==> config.mk <==
export PLATFORM = sky130hd
export DESIGN_NAME = rr_vote_decoder
export DESIGN_NICKNAME = d
export VERILOG_FILES = /design/src/rtl/rr_vote_decoder.sv
export SDC_FILE = /design/constraint.sdc
export NUM_CORES = 1
export LEC_CHECK = 0
export BUFFER_PORTS_ARGS = -buffer_cell sky130_fd_sc_hd__buf_2
export CORE_MARGIN = 2
export CORE_UTILIZATION = 45
export CTS_CLUSTER_SIZE = 30
export DETAILED_ROUTE_END_ITERATION = 12
export PLACE_DENSITY_LB_ADDON = 0.2
export SETUP_SLACK_MARGIN = 0.1
export SLEW_MARGIN = 20
export SYNTH_ARGS = -nofsm -noshare
export SYNTH_HDL_FRONTEND = slang
export SYNTH_SLANG_ARGS = --single-unit
==> constraint.sdc <==
create_clock -name clk -period 9.45 [get_ports clk]
set_input_delay 1.89 -clock clk [delete_from_list [all_inputs] [get_ports clk]]
set_output_delay 1.89 -clock clk [all_outputs]
set_load 0.01 [all_outputs]
==> src/rtl/rr_vote_decoder.sv <==
module rr_vote_decoder #(
  parameter int ADDR_W      = 12,
  parameter int DATA_W      = 8,
  parameter int COPIES      = 8,
  parameter int MAX_ENTRIES = 64
) (
  input  logic                           clk,
  input  logic                           rst_n,
  input  logic                           start,
  output logic                           mem_rd,
  output logic [ADDR_W-1:0]              mem_addr,
  input  logic [DATA_W-1:0]              mem_data,
  output logic                           tbl_we,
  output logic [$clog2(MAX_ENTRIES)-1:0] tbl_addr,
  output logic [DATA_W-1:0]              tbl_data,
  output logic [DATA_W-1:0]              modes_out,
  output logic [DATA_W-1:0]              regs_out,
  output logic                           busy,
  output logic                           done,
  output logic                           err
);
  localparam int HALF     = COPIES / 2;
  localparam int CW       = $clog2(COPIES + 1);
  localparam int IW       = $clog2(COPIES);
  localparam int TW       = $clog2(MAX_ENTRIES);
  localparam int PW       = 2 * DATA_W;
  localparam int BODY_OFS = 2 * COPIES;

  typedef enum logic [1:0] {S_IDLE, S_FETCH, S_VOTE} st_t;
  typedef enum logic [1:0] {P_MODES, P_REGS, P_VALS} ph_t;

  st_t st;
  ph_t ph;
  logic [DATA_W-1:0] copies [COPIES];
  logic [ADDR_W-1:0] addr_q, stride_q;
  logic [CW-1:0]     issued, captured, hits;
  logic              rd_q, inv_q;
  logic [IW-1:0]     cand, probe;
  logic [TW-1:0]     ent;
  logic [PW-1:0]     size_q;
  logic [DATA_W-1:0] modes_q, regs_q;

  logic [DATA_W-1:0] voted;
  logic [CW-1:0]     hits_nx;
  logic [PW-1:0]     prod;
  logic              last_probe, win, lose, bad_geom, last_ent;

  assign busy       = (st != S_IDLE);
  assign mem_rd     = (st == S_FETCH) && (issued < CW'(COPIES));
  assign mem_addr   = addr_q;
  assign modes_out  = modes_q;
  assign regs_out   = regs_q;

  assign voted      = copies[cand];
  assign hits_nx    = hits + CW'(copies[probe] == voted);
  assign last_probe = (probe == IW'(COPIES - 1));
  assign win        = last_probe && (hits_nx > CW'(HALF));
  assign lose       = last_probe && !win && (cand == IW'(HALF - 1));
  assign prod       = PW'(modes_q) * PW'(voted);
  assign bad_geom   = (modes_q == '0) || (voted == '0) || (prod > PW'(MAX_ENTRIES));
  assign last_ent   = (PW'(ent) == size_q - PW'(1));

  always_ff @(posedge clk or negedge rst_n) begin
    if (!rst_n) begin
      st       <= S_IDLE;
      ph       <= P_MODES;
      addr_q   <= '0;
      stride_q <= '0;
      issued   <= '0;
      captured <= '0;
      hits     <= '0;
      rd_q     <= 1'b0;
      inv_q    <= 1'b0;
      cand     <= '0;
      probe    <= '0;
      ent      <= '0;
      size_q   <= '0;
      modes_q  <= '0;
      regs_q   <= '0;
      tbl_we   <= 1'b0;
      tbl_addr <= '0;
      tbl_data <= '0;
      done     <= 1'b0;
      err      <= 1'b0;
      for (int k = 0; k < COPIES; k++) copies[k] <= '0;
    end else begin
      tbl_we <= 1'b0;
      done   <= 1'b0;
      rd_q   <= mem_rd;
      case (st)
        S_IDLE: begin
          if (start) begin
            err      <= 1'b0;
            ph       <= P_MODES;
            st       <= S_FETCH;
            issued   <= '0;
            captured <= '0;
            addr_q   <= '0;
            stride_q <= ADDR_W'(1);
          end
        end
        S_FETCH: begin
          if (mem_rd) begin
            addr_q <= addr_q + stride_q;
            issued <= issued + 1'b1;
          end
          if (rd_q) begin
            copies[captured[IW-1:0]] <= mem_data;
            captured <= captured + 1'b1;
            if (captured == CW'(COPIES - 1)) begin
              st    <= S_VOTE;
              cand  <= '0;
              probe <= IW'(1);
              hits  <= '0;
            end
          end
        end
        S_VOTE: begin
          if (!last_probe) begin
            probe <= probe + 1'b1;
            hits  <= hits_nx;
          end else if (win) begin
            issued   <= '0;
            captured <= '0;
            case (ph)
              P_MODES: begin
                modes_q  <= voted;
                ph       <= P_REGS;
                st       <= S_FETCH;
                addr_q   <= ADDR_W'(COPIES);
                stride_q <= ADDR_W'(1);
              end
              P_REGS: begin
                regs_q <= voted;
                if (bad_geom) begin
                  err <= 1'b1;
                  st  <= S_IDLE;
                end else begin
                  size_q   <= prod;
                  ent      <= '0;
                  inv_q    <= 1'b0;
                  ph       <= P_VALS;
                  st       <= S_FETCH;
                  addr_q   <= ADDR_W'(BODY_OFS);
                  stride_q <= ADDR_W'(2 * int'(prod));
                end
              end
              default: begin
                tbl_we   <= 1'b1;
                tbl_addr <= ent;
                tbl_data <= inv_q ? ~voted : voted;
                if (last_ent) begin
                  done <= 1'b1;
                  st   <= S_IDLE;
                end else begin
                  ent    <= ent + 1'b1;
                  inv_q  <= 1'b0;
                  st     <= S_FETCH;
                  addr_q <= ADDR_W'(BODY_OFS + int'(ent) + 1);
                end
              end
            endcase
          end else if (lose) begin
            if (ph == P_VALS && !inv_q) begin
              inv_q    <= 1'b1;
              st       <= S_FETCH;
              issued   <= '0;
              captured <= '0;
              addr_q   <= ADDR_W'(BODY_OFS + int'(size_q) + int'(ent));
            end else begin
              err <= 1'b1;
              st  <= S_IDLE;
            end
          end else begin
            cand  <= cand + 1'b1;
            probe <= cand + IW'(2);
            hits  <= '0;
          end
        end
        default: st <= S_IDLE;
      endcase
    end
  end

  assert_done_pulse_R7: assert property (@(posedge clk) disable iff (!rst_n)
    done |=> !done);

  assert_err_blocks_write_R5: assert property (@(posedge clk) disable iff (!rst_n)
    err |-> (!tbl_we && !done));

  assert_write_in_shape_R6: assert property (@(posedge clk) disable iff (!rst_n)
    tbl_we |-> (32'(tbl_addr) < 32'(modes_out) * 32'(regs_out)));

  assert_err_sticky_R11: assert property (@(posedge clk) disable iff (!rst_n)
    (err && !start) |=> err);

  assert_no_read_at_end_R10: assert property (@(posedge clk) disable iff (!rst_n)
    (done || err) |-> !mem_rd);

  assert_no_write_idle_R9: assert property (@(posedge clk) disable iff (!rst_n)
    (!busy && !$past(busy)) |-> !tbl_we);
endmodule

==> results.py, run 1 <==
metrics = {
    "final_layout": {
        "drive_gt1_share_pct": 20.2,
        "nNetsFinal": 1304,
        "post-route-util_pct": 50.6,
        "area_growth_pct": 10.2,
        "layoutNonFillerInstCount": 1530,
        "antenna_cells": 0,
    },
    "worst_setup_path": {
        "arrival_ns": 7.70,
        "crit_path_frequent_cell": "fa_1",
        "worstSetupStartpoint": "cand[2]$_DFFE_PN0P_",
        "cp_top_family": "adder cells",
        "crit_chain": "buf_4 > mux4_2 > nor2_1 > nor2_1 > nand2_1 > fa_1 > fa_1 > inv_1 > fa_1 > inv_1 > fa_1 > inv_1 > ha_1 > o21ai_0 > o21ai_1 > a41oi_1 > o21ai_0 > or3b_1 > nor4_2 > buf_4 > nor2b_1 > a22o_1",
        "slowest_delay_ns": 0.70,
        "required_ns": 9.83,
        "crit_slowest_cell": "dfrtp_1",
        "start_kind": "flip-flop",
        "critPathBufInv": 5,
        "r2r_start": "cand[2]$_DFFE_PN0P_",
        "crit_path_end_kind": "flip-flop",
        "crit_path_max_fanout": 22,
        "path_class": "reg -> reg",
    },
    "place": {
        "dp_slack_ns": 2.21,
        "gp_congestion": 0.916,
        "dp.cells": 1498,
        "port-buffer-count": 57,
        "dpl.hpwl_um": 21800,
    },
    "yosys": {
        "synthDistinctLibCells": 83,
        "ys_async_sr_fraction_pct": 100,
        "yosysTopAreaCell": "dfrtp_1",
        "synth_edf_count": 0,
        "synthTopCellsByArea": "dfrtp_1 (35%), ha_1 (7.6%), mux2_2 (7.6%)",
        "yosysWarnings": 0,
        "synth_nets": 1266,
        "ys_seq_area_share_pct": 34.9,
        "synth_area_um2": 12000,
        "avgSynthCellArea_um2": 10.5,
        "synth_cells": 1144,
        "synth_top_area_share_pct": 34.9,
        "synthFlopType": "dfrtp_1",
        "postSynthRegisterBits": 167,
    },
    "die": {
        "die_x_um": 167,
        "die_area_um2": 27900,
        "io_pins": 58,
        "die_h_um": 167,
        "rows": 59,
        "coreArea_um2": 26100,
        "initial_core_util_pct": 45.9,
    },
    "global_route": {
        "grt_pass1_wl_um": 49700,
        "grt_max_degree": 110,
        "antenna_found_initial": 0,
        "grt_use_total_pct": 22.4,
        "grt-ovfl-total": 0,
        "use_met1_pct": 31.4,
        "grt-busiest-layer": "met2",
        "grtUsageMet3_pct": 3.26,
        "grt_pass1_vias": 8975,
        "met2_usage_pct": 36.4,
    },
    "route": {
        "dr.pass1.iters": 5,
        "drt_iter0_drc": 690,
        "antenna_left": 0,
        "viasPerCell": 5.85,
        "wl_per_cell_um": 19.6,
        "vias": 8956,
        "drt-total-wl_um": 30000,
        "drcViolationCount": 0,
    },
    "clock_tree": {
        "cts_buffers": 17,
        "cts-root-buf": "clkbuf_16",
        "cts.htree.levels": 4,
        "postCtsHoldBufs": 0,
        "cts_tree": "yes",
        "clockBufferDepth": 2,
        "path_clk_slew_ns": 0.08,
        "cts_sinks": 167,
        "insertion_delay_ns": 0.45,
        "cts_resized": 0,
        "post-cts-setup-buffers": 0,
    },
    "timing": {
        "min_period_over_period_pct": 77.5,
        "fmax_mhz": 137,
        "tightest_slew_ns": 1.07,
        "layout_setup_ws_ns": 2.13,
        "finalSetupTns_ns": 0,
        "setup_viol": 0,
        "drv_slew": 0,
        "clock_skew_ns": 0.0192,
        "hold_viol": 0,
        "rsz0062_at_grt": "false",
        "slew_headroom_pct": 28.7,
        "timing.final.crit_period_ns": 7.32,
    },
    "run": {
        "max_cap_viol_count": 0,
    },
    "hold_path": {
        "min_from": "issued[3]$_DFFE_PN0P_",
        "hold_class": "reg -> reg",
    },
    "outcome": {
        "status": "finished, final reports clean",
    },
    "power_and_ir_drop": {
        "powerDensity_nw_per_um2": 196,
        "p_leak_uw": 0.00619,
        "ir_drop_mv": 0.138,
    },
}
-- cells by family after synthesis --
logic type | count (synthesis) | share of synthesized area, %
multiplexers | 144 | 16.3
flip-flops | 167 | 34.9
XOR/XNOR | 47 | 3.44
AO/OA/AOI/OAI | 195 | 11.2
AND/OR/NAND/NOR | 353 | 15.8
adder cells (fa/ha/maj) | 111 | 14.0
buffers and inverters | 127 | 4.29
-- state kept, by name, summed over array words and instances, names as in the netlist, 2 cells and up --
| register | count |
|---|---|
| copies | 64 |
| size_q | 16 |
| mem_addr | 12 |
| stride_q | 12 |
| modes_out | 8 |
| regs_out | 8 |
| tbl_data | 8 |
| ent | 6 |
| tbl_addr | 6 |
| captured | 4 |
| hits | 4 |
| issued | 4 |
| cand | 3 |
| probe | 3 |
| ph | 2 |
| st | 2 |
-- metrics by stage --
step / power, µW / instance area (µm²) / hold slack (ns)
after detailed placement: 1830 / 12500 / 0.452
after global placement: 1830 / 12500 / 0.453
after floorplan: 1560 / 12000 / 0.456
final: 2580 / 13200 / 0.464
after CTS: 2590 / 13200 / 0.466
after global routing: 2710 / 13200 / 0.504
-- cell usage after synthesis (5+ instances only) --
| library cell | n |
|---|---|
| o211ai_1 | 9 |
| buf_2 | 5 |
| a22oi_1 | 6 |
| dfrtp_1 | 167 |
| a211oi_1 | 6 |
| nor2_1 | 64 |
| nor4_1 | 5 |
| fa_1 | 38 |
| mux2_2 | 81 |
| nand4_1 | 9 |
| or3_1 | 9 |
| xnor2_1 | 29 |
| o21a_1 | 6 |
| clkbuf_1 | 34 |
| xor2_1 | 18 |
| nand2_1 | 71 |
| or2_2 | 6 |
| a21o_1 | 8 |
| a21oi_1 | 37 |
| ha_1 | 73 |
| or4_1 | 6 |
| nor3_1 | 21 |
| nor2b_1 | 51 |
| mux2_4 | 9 |
| and2_1 | 32 |
| nand3b_1 | 8 |
| nand3_1 | 25 |
| mux2i_1 | 25 |
| o21ai_0 | 52 |
| o31ai_1 | 6 |
| mux4_2 | 29 |
| inv_1 | 76 |
| a22o_1 | 7 |
| nand2b_1 | 22 |
-- layout by cell type (no fill, tap or decap), types with 7 or more instances in the layout --
cell         n
buf_4        9
a21oi_1     37
inv_1       76
o211ai_1     9
nand4_1      9
mux4_2      29
ha_1        73
and2_1      32
nor2b_1     51
clkbuf_16   17
mux2i_1     25
nand3_1     25
clkinv_8     7
mux2_4       9
mux2_2      81
fa_1        38
nor3_1      21
dfrtp_1    166
a21o_1       8
a22o_1       7
nand2_1     71
or3_1        9
nand2b_1    22
xnor2_1     29
nand3b_1     8
xor2_1      18
o21ai_0     52
nor2_1      64
buf_2       56
-- final cells by class --
| cell class | count | area [µm²] |
|---|---|---|
| Inverter | 80 | 300 |
| Timing Repair Buffer | 66 | 362 |
| Tap cell | 335 | 419 |
| Sequential cell | 167 | 4180 |
| Clock buffer | 17 | 425 |
| Fill cell | 2368 | 12900 |
| Clock inverter | 15 | 215 |
| Multi-Input combinational cell | 850 | 7270 |
-- routing by layer --
metal	share of wire [%]	up-vias	wire length [µm]
met3	4.0	49	1190
met2	48	220	14400
met5	0	-	0
met4	2.0	0	608
met1	46	4525	13800
li1	-	4162	-
-- report_power, final --
group          total, µW  internal, µW  switching [µW]  leakage [µW]
Clock                749           369             379      0.000307
Sequential           905           782             123       0.00220
Combinational        923           396             527       0.00368
-- final timing paths --
check | end | slack [ns] | cells after the start
max in group asynchronous | mem_addr[3]$_DFFE_PN0P_ | 6.63 | 2
min reg2reg | rd_q$_DFF_PN0_ | 0.46 | 1
min in group asynchronous | stride_q[9]$_DFFE_PN0P_ | 1.52 | 1
max | stride_q[2]$_DFFE_PN0P_ | 2.13 | 22
min | rd_q$_DFF_PN0_ | 0.46 | 1
max reg2reg | stride_q[2]$_DFFE_PN0P_ | 2.13 | 22
Note: power is estimated with default switching activity, not from simulation.
==> run 2, diff against run 1 <==
==> constraint.sdc (replaced) <==
create_clock -name clk -period 6.7 [get_ports clk]
set_input_delay 1.34 -clock clk [delete_from_list [all_inputs] [get_ports clk]]
set_output_delay 1.34 -clock clk [all_outputs]
set_load 0.01 [all_outputs]
==> results.py, run 2 (synthesized netlist as in run 1, its figures left out) <==
metrics = {
    "timing": {
        "rsz0062_at_grt": "true",
        "timing.final.crit_period_ns": 6.51,
        "hold_viol": 0,
        "clock_skew_ns": 0.0217,
        "tightest_slew_ns": 0.946,
        "finalSetupTns_ns": 0,
        "slew_headroom_pct": 36.7,
        "min_period_over_period_pct": 97.1,
        "fmax_mhz": 154,
        "setup_viol": 0,
        "drv_slew": 0,
    },
    "worst_setup_path": {
        "r2r_slack_ns": 0.19,
        "crit_path_max_fanout": 12,
        "crit_path_end_kind": "flip-flop",
        "arrival_ns": 6.83,
        "crit_chain": "buf_6 > mux4_2 > mux2i_1 > buf_6 > nand2b_1 > fa_1 > fa_1 > inv_1 > fa_1 > inv_1 > fa_1 > inv_1 > ha_1 > nand4b_1 > nand4_1 > a211o_1 > a221o_1 > or4b_4 > a211o_1 > mux2_4",
        "crit_path_frequent_cell": "fa_1",
        "required_ns": 7.03,
        "r2r_cells": 20,
        "r2r_start": "cand[0]$_DFFE_PN0P_",
        "worstReg2RegEnd": "ent[5]$_DFFE_PN0P_",
        "path_class": "reg -> reg",
        "start_kind": "flip-flop",
        "slowest_delay_ns": 0.54,
        "crit_slowest_cell": "fa_1",
    },
    "final_layout": {
        "layoutNonFillerInstCount": 1555,
        "top_regs": "copies (64), size_q (16)",
        "final.fill_count": 2387,
        "layout.cells.most_common_list": "dfrtp_1 (167), mux2_2 (81), inv_1 (76), nand2_1 (71), ha_1 (71)",
        "drive_gt1_share_pct": 22.8,
        "antenna_cells": 0,
        "multi_input_area_um2": 7360,
        "top_register": "copies",
        "nNetsFinal": 1329,
        "area_growth_pct": 12.9,
        "largest_reg_flops": 64,
        "final_common_cell": "dfrtp_1",
        "regArea_um2": 4180,
    },
    "place": {
        "port-buffer-count": 57,
        "dpl.hpwl_um": 22300,
        "gp_congestion": 0.911,
        "dp.cells": 1516,
    },
    "clock_tree": {
        "cts_sinks": 167,
        "cts.htree.levels": 4,
        "clockBufferDepth": 2,
        "cts_buffers": 17,
        "cts-root-buf": "clkbuf_16",
        "insertion_delay_ns": 0.45,
        "path_clk_slew_ns": 0.08,
        "cts_tree": "yes",
    },
    "hold_path": {
        "min_to": "rd_q$_DFF_PN0_",
        "worstHoldPathCells": 1,
        "hold_class": "reg -> reg",
        "min_from": "issued[3]$_DFFE_PN0P_",
    },
    "global_route": {
        "antenna_found_initial": 0,
        "grt_pass1_wl_um": 50000,
        "grt_use_total_pct": 22.4,
        "grt-ovfl-total": 0,
        "grt_max_degree": 62,
        "grt_pass1_vias": 9073,
    },
    "route": {
        "vias": 9067,
        "antenna_left": 0,
        "wl_per_cell_um": 19.7,
        "drt-total-wl_um": 30600,
        "drcViolationCount": 0,
        "drt_iter0_drc": 752,
        "dr.pass1.iters": 5,
        "viasPerCell": 5.83,
    },
    "run": {
        "max_cap_viol_count": 0,
    },
    "die": {
        "rows": 59,
        "die_h_um": 167,
        "coreArea_um2": 26100,
        "die_area_um2": 27900,
        "initial_core_util_pct": 45.9,
        "io_pins": 58,
        "die_x_um": 167,
    },
    "outcome": {
        "status": "finished, final reports clean",
    },
    "power_and_ir_drop": {
        "ir_drop_mv": 0.170,
        "powerDensity_nw_per_um2": 281,
        "p_leak_uw": 0.00633,
    },
}
-- run 2: cell types whose count changed in the layout (fill, tap and decap cells not counted), sizes merged --
cell	change
clkbuf	-1
clkdlybuf4s15	+1
buf	+25
-- run 2: worst max-delay path by stage --
| stage | start | end | cells after the start |
|---|---|---|---|
| after CTS | cand[0]$_DFFE_PN0P_ | ent[5]$_DFFE_PN0P_ | 21 |
| after global routing | cand[0]$_DFFE_PN0P_ | ent[5]$_DFFE_PN0P_ | 20 |
| after global placement | cand[0]$_DFFE_PN0P_ | ent[5]$_DFFE_PN0P_ | 20 |
| after floorplan | cand[0]$_DFFE_PN0P_ | ent[5]$_DFFE_PN0P_ | 21 |
| after detailed placement | cand[0]$_DFFE_PN0P_ | ent[5]$_DFFE_PN0P_ | 21 |
| final | cand[0]$_DFFE_PN0P_ | ent[5]$_DFFE_PN0P_ | 20 |
-- run 2: power breakdown --
part	switching [µW]	internal (µW)
Combinational	812	670
Sequential	145	1100
Clock	544	524
Total	1500	2300
-- run 2: repair_timing --
item | CTS | global route
setup buffers | 0 | 6
hold buffers | 0 | 0
gates resized for setup | 0 | 25
endpoints found under the setup margin | 0 | 42
-- run 2: layout make-up --
| cell class | count | share of cell area (%) |
|---|---|---|
| Tap cell | 335 | 3.10 |
| Multi-Input combinational cell | 850 | 54.5 |
| Inverter | 80 | 2.22 |
| Timing Repair Buffer | 91 | 4.47 |
| Clock buffer | 17 | 3.15 |
| Sequential cell | 167 | 31.0 |
| Clock inverter | 15 | 1.61 |
-- run 2: metal layers --
metal	routed length (µm)	track usage, %	vias to the layer above
met3	1440	3.99	44
li1	-	-	4237
met2	14600	36.2	235
met4	554	5.70	0
met1	14000	31.3	4551
met5	0	0	-
-- run 2: critical path, delay by kind of cell, from the launching register on --
kind	cells	cell delay (ns)
adder cells (fa/ha/maj)	5	2.35
AND/OR/NAND/NOR	4	1.04
multiplexers	3	1.02
AO/OA/AOI/OAI	3	0.98
buffers and inverters	5	0.57
flip-flops	1	0.41
-- run 2: through the flow --
stage / area (µm²) / power [µW] / hold slack [ns] / setup slack [ns] / utilization, %
2_1_floorplan: 12000 / 2210 / 0.456 / 0.154 / -
3_3_place_gp: 12700 / 2640 / 0.454 / 0.273 / 48.7
3_5_place_dp: 12700 / 2660 / 0.466 / 0.160 / 48.7
4_1_cts: 13300 / 3740 / 0.471 / 0.103 / 51.2
5_1_grt: 13500 / 4010 / 0.502 / 0.0316 / 51.8
6_report: 13500 / 3800 / 0.465 / 0.195 / 51.8
==> run 3, diff against run 2 <==
--- a/config.mk
+++ b/config.mk
@@ -6,8 +6,10 @@
 export NUM_CORES = 1
 export LEC_CHECK = 0
 export BUFFER_PORTS_ARGS = -buffer_cell sky130_fd_sc_hd__buf_2
+export CELL_PAD_IN_SITES_DETAIL_PLACEMENT = 1
+export CELL_PAD_IN_SITES_GLOBAL_PLACEMENT = 2
 export CORE_MARGIN = 2
-export CORE_UTILIZATION = 45
+export CORE_UTILIZATION = 38
 export CTS_CLUSTER_SIZE = 30
 export DETAILED_ROUTE_END_ITERATION = 12
 export PLACE_DENSITY_LB_ADDON = 0.2
==> results.py, run 3 (synthesized netlist as in run 1, its figures left out) <==
metrics = {
    "outcome": {
        "status": "finished, final reports clean",
    },
    "timing": {
        "whs_ns": 0.477,
        "hold_viol": 0,
        "fmax_mhz": 157,
        "min_period_over_period_pct": 94.9,
        "slew_headroom_pct": 27.1,
        "layout_setup_ws_ns": 0.341,
        "tightest_slew_ns": 1.09,
        "rsz0062_at_grt": "false",
        "setup_viol": 0,
        "drv_slew": 0,
        "clock_skew_ns": 0.0216,
        "timing.final.crit_period_ns": 6.36,
    },
    "clock_tree": {
        "cts_tree": "yes",
        "path_clk_slew_ns": 0.09,
        "cts_sinks": 167,
        "cts-root-buf": "clkbuf_16",
        "cts_buffers": 17,
        "cts.htree.levels": 4,
        "clockBufferDepth": 2,
        "insertion_delay_ns": 0.47,
        "postCtsHoldBufs": 0,
    },
    "final_layout": {
        "nNetsFinal": 1331,
        "top_regs": "copies (64), size_q (16)",
        "area_growth_pct": 13.6,
        "largest_reg_flops": 64,
        "antenna_cells": 0,
        "top_register": "copies",
        "final.fill_count": 3434,
        "final_common_cell": "dfrtp_1",
        "layout.cells.most_common_list": "dfrtp_1 (166), mux2_2 (81), inv_1 (76), nand2_1 (70), ha_1 (70)",
        "drive_gt1_share_pct": 23.7,
    },
    "worst_setup_path": {
        "r2r_slack_ns": 0.34,
        "path_class": "reg -> reg",
        "arrival_ns": 6.70,
        "start_kind": "flip-flop",
        "required_ns": 7.04,
        "crit_path_max_fanout": 9,
        "crit_path_end_kind": "flip-flop",
    },
    "global_route": {
        "met2_usage_pct": 37.6,
        "grt-ovfl-total": 0,
        "antenna_found_initial": 1,
        "use_met1_pct": 30.0,
        "grtUsageMet3_pct": 3.63,
        "grt_max_degree": 73,
        "grt-busiest-layer": "met2",
        "grt_pass1_wl_um": 56900,
        "grt_pass1_vias": 9743,
        "grt_use_total_pct": 22.3,
    },
    "place": {
        "dpl.hpwl_um": 26400,
        "gp_congestion": 0.903,
        "port-buffer-count": 57,
        "dp_slack_ns": -0.0691,
    },
    "power_and_ir_drop": {
        "ir_drop_mv": 0.206,
        "intPower_uw": 2290,
        "p_leak_uw": 0.00631,
        "comb_power_share_pct": 41.2,
        "powerDensity_nw_per_um2": 280,
        "pwr-share-seq_pct": 33.1,
        "p_clk_share_pct": 25.7,
        "switchingPower_uw": 1520,
        "switching_share_pct": 39.8,
    },
    "route": {
        "vias": 9157,
        "drt-total-wl_um": 35300,
        "drcViolationCount": 0,
        "wl_per_cell_um": 21.8,
        "dr.pass1.iters": 5,
        "viasPerCell": 5.66,
        "drt_iter0_drc": 533,
        "antenna_left": 0,
    },
    "die": {
        "die_h_um": 181,
        "die_area_um2": 32900,
        "io_pins": 58,
        "coreArea_um2": 30800,
        "rows": 64,
        "die_x_um": 181,
        "initial_core_util_pct": 38.8,
    },
    "run": {
        "max_cap_viol_count": 0,
    },
    "hold_path": {
        "hold_class": "reg -> reg",
    },
}
==> run 3: worst max-delay path, cell delays in order, from the launching register on <==
cell and delay [ns]:
dfrtp_2 0.42, buf_6 0.16, mux4_2 0.53, nor2_2 0.15, nor2_4 0.10, and2_1 0.18, fa_1 0.55, fa_1 0.45
fa_1 0.54, inv_1 0.05, fa_1 0.54, inv_1 0.05, ha_2 0.31, a311oi_2 0.32, a21oi_2 0.11, a211o_1 0.30
a221o_1 0.37, or4b_4 0.50, a211o_1 0.32, mux2_4 0.29
==> run 3: power by group through the flow <==
stage	Sequential (µW)	Clock (µW)	Combinational [µW]
4_1_cts	1260	1010	1520
3_5_place_dp	1280	0	1490
5_1_grt	1280	1040	1710
6_report	1260	979	1570
2_1_floorplan	1190	0	1020
3_3_place_gp	1270	0	1480
==> run 3: final timing paths <==
| path | cells after the start | from | to |
|---|---|---|---|
| max | 19 | cand[0]$_DFFE_PN0P_ | ent[5]$_DFFE_PN0P_ |
| min | 2 | tbl_addr[3]$_DFFE_PN0P_ | tbl_addr[3]$_DFFE_PN0P_ |
| max reg2reg | 19 | cand[0]$_DFFE_PN0P_ | ent[5]$_DFFE_PN0P_ |
| min reg2reg | 2 | tbl_addr[3]$_DFFE_PN0P_ | tbl_addr[3]$_DFFE_PN0P_ |
| max in group asynchronous | 2 | rst_n | cand[0]$_DFFE_PN0P_ |
| min in group asynchronous | 1 | rst_n | mem_addr[8]$_DFFE_PN0P_ |
==> run 3: per-stage QoR <==
stage | TNS (ns) | util, % | instance area [µm²] | total power, µW | instances
3_3_place_gp | 0 | 41.5 | 12800 | 2750 | 1579
3_5_place_dp | -0.123 | 41.5 | 12800 | 2770 | 1579
6_report | 0 | 44.1 | 13600 | 3810 | 1618
5_1_grt | 0 | 44.1 | 13600 | 4020 | 1618
2_1_floorplan | 0 | - | 12000 | 2210 | 1144
4_1_cts | 0 | 43.4 | 13400 | 3790 | 1612
==> run 3: final cells by class <==
type	instances	area, µm²	area share [%]
clock inverters	14	130	0.958
multi-input cells	850	7430	54.7
well taps	396	495	3.65
inverters	80	300	2.21
repair buffers	93	624	4.60
flip-flops and latches	167	4180	30.8
clock buffers	18	429	3.16
==> run 3: repair_timing <==
item	CTS	global route
endpoints found under the hold margin	0	0
gates resized for setup	7	28
cloned	0	1
endpoints found under the setup margin	33	34
pin swaps	0	6
buffers inserted	1	5
==> run 3: layer usage <==
metal | part of all wire, % | vias to the layer above
li1 | - | 4213
met1 | 47 | 4763
met2 | 49 | 151
met3 | 3.0 | 30
met4 | 1.6 | 0
met5 | 0 | -
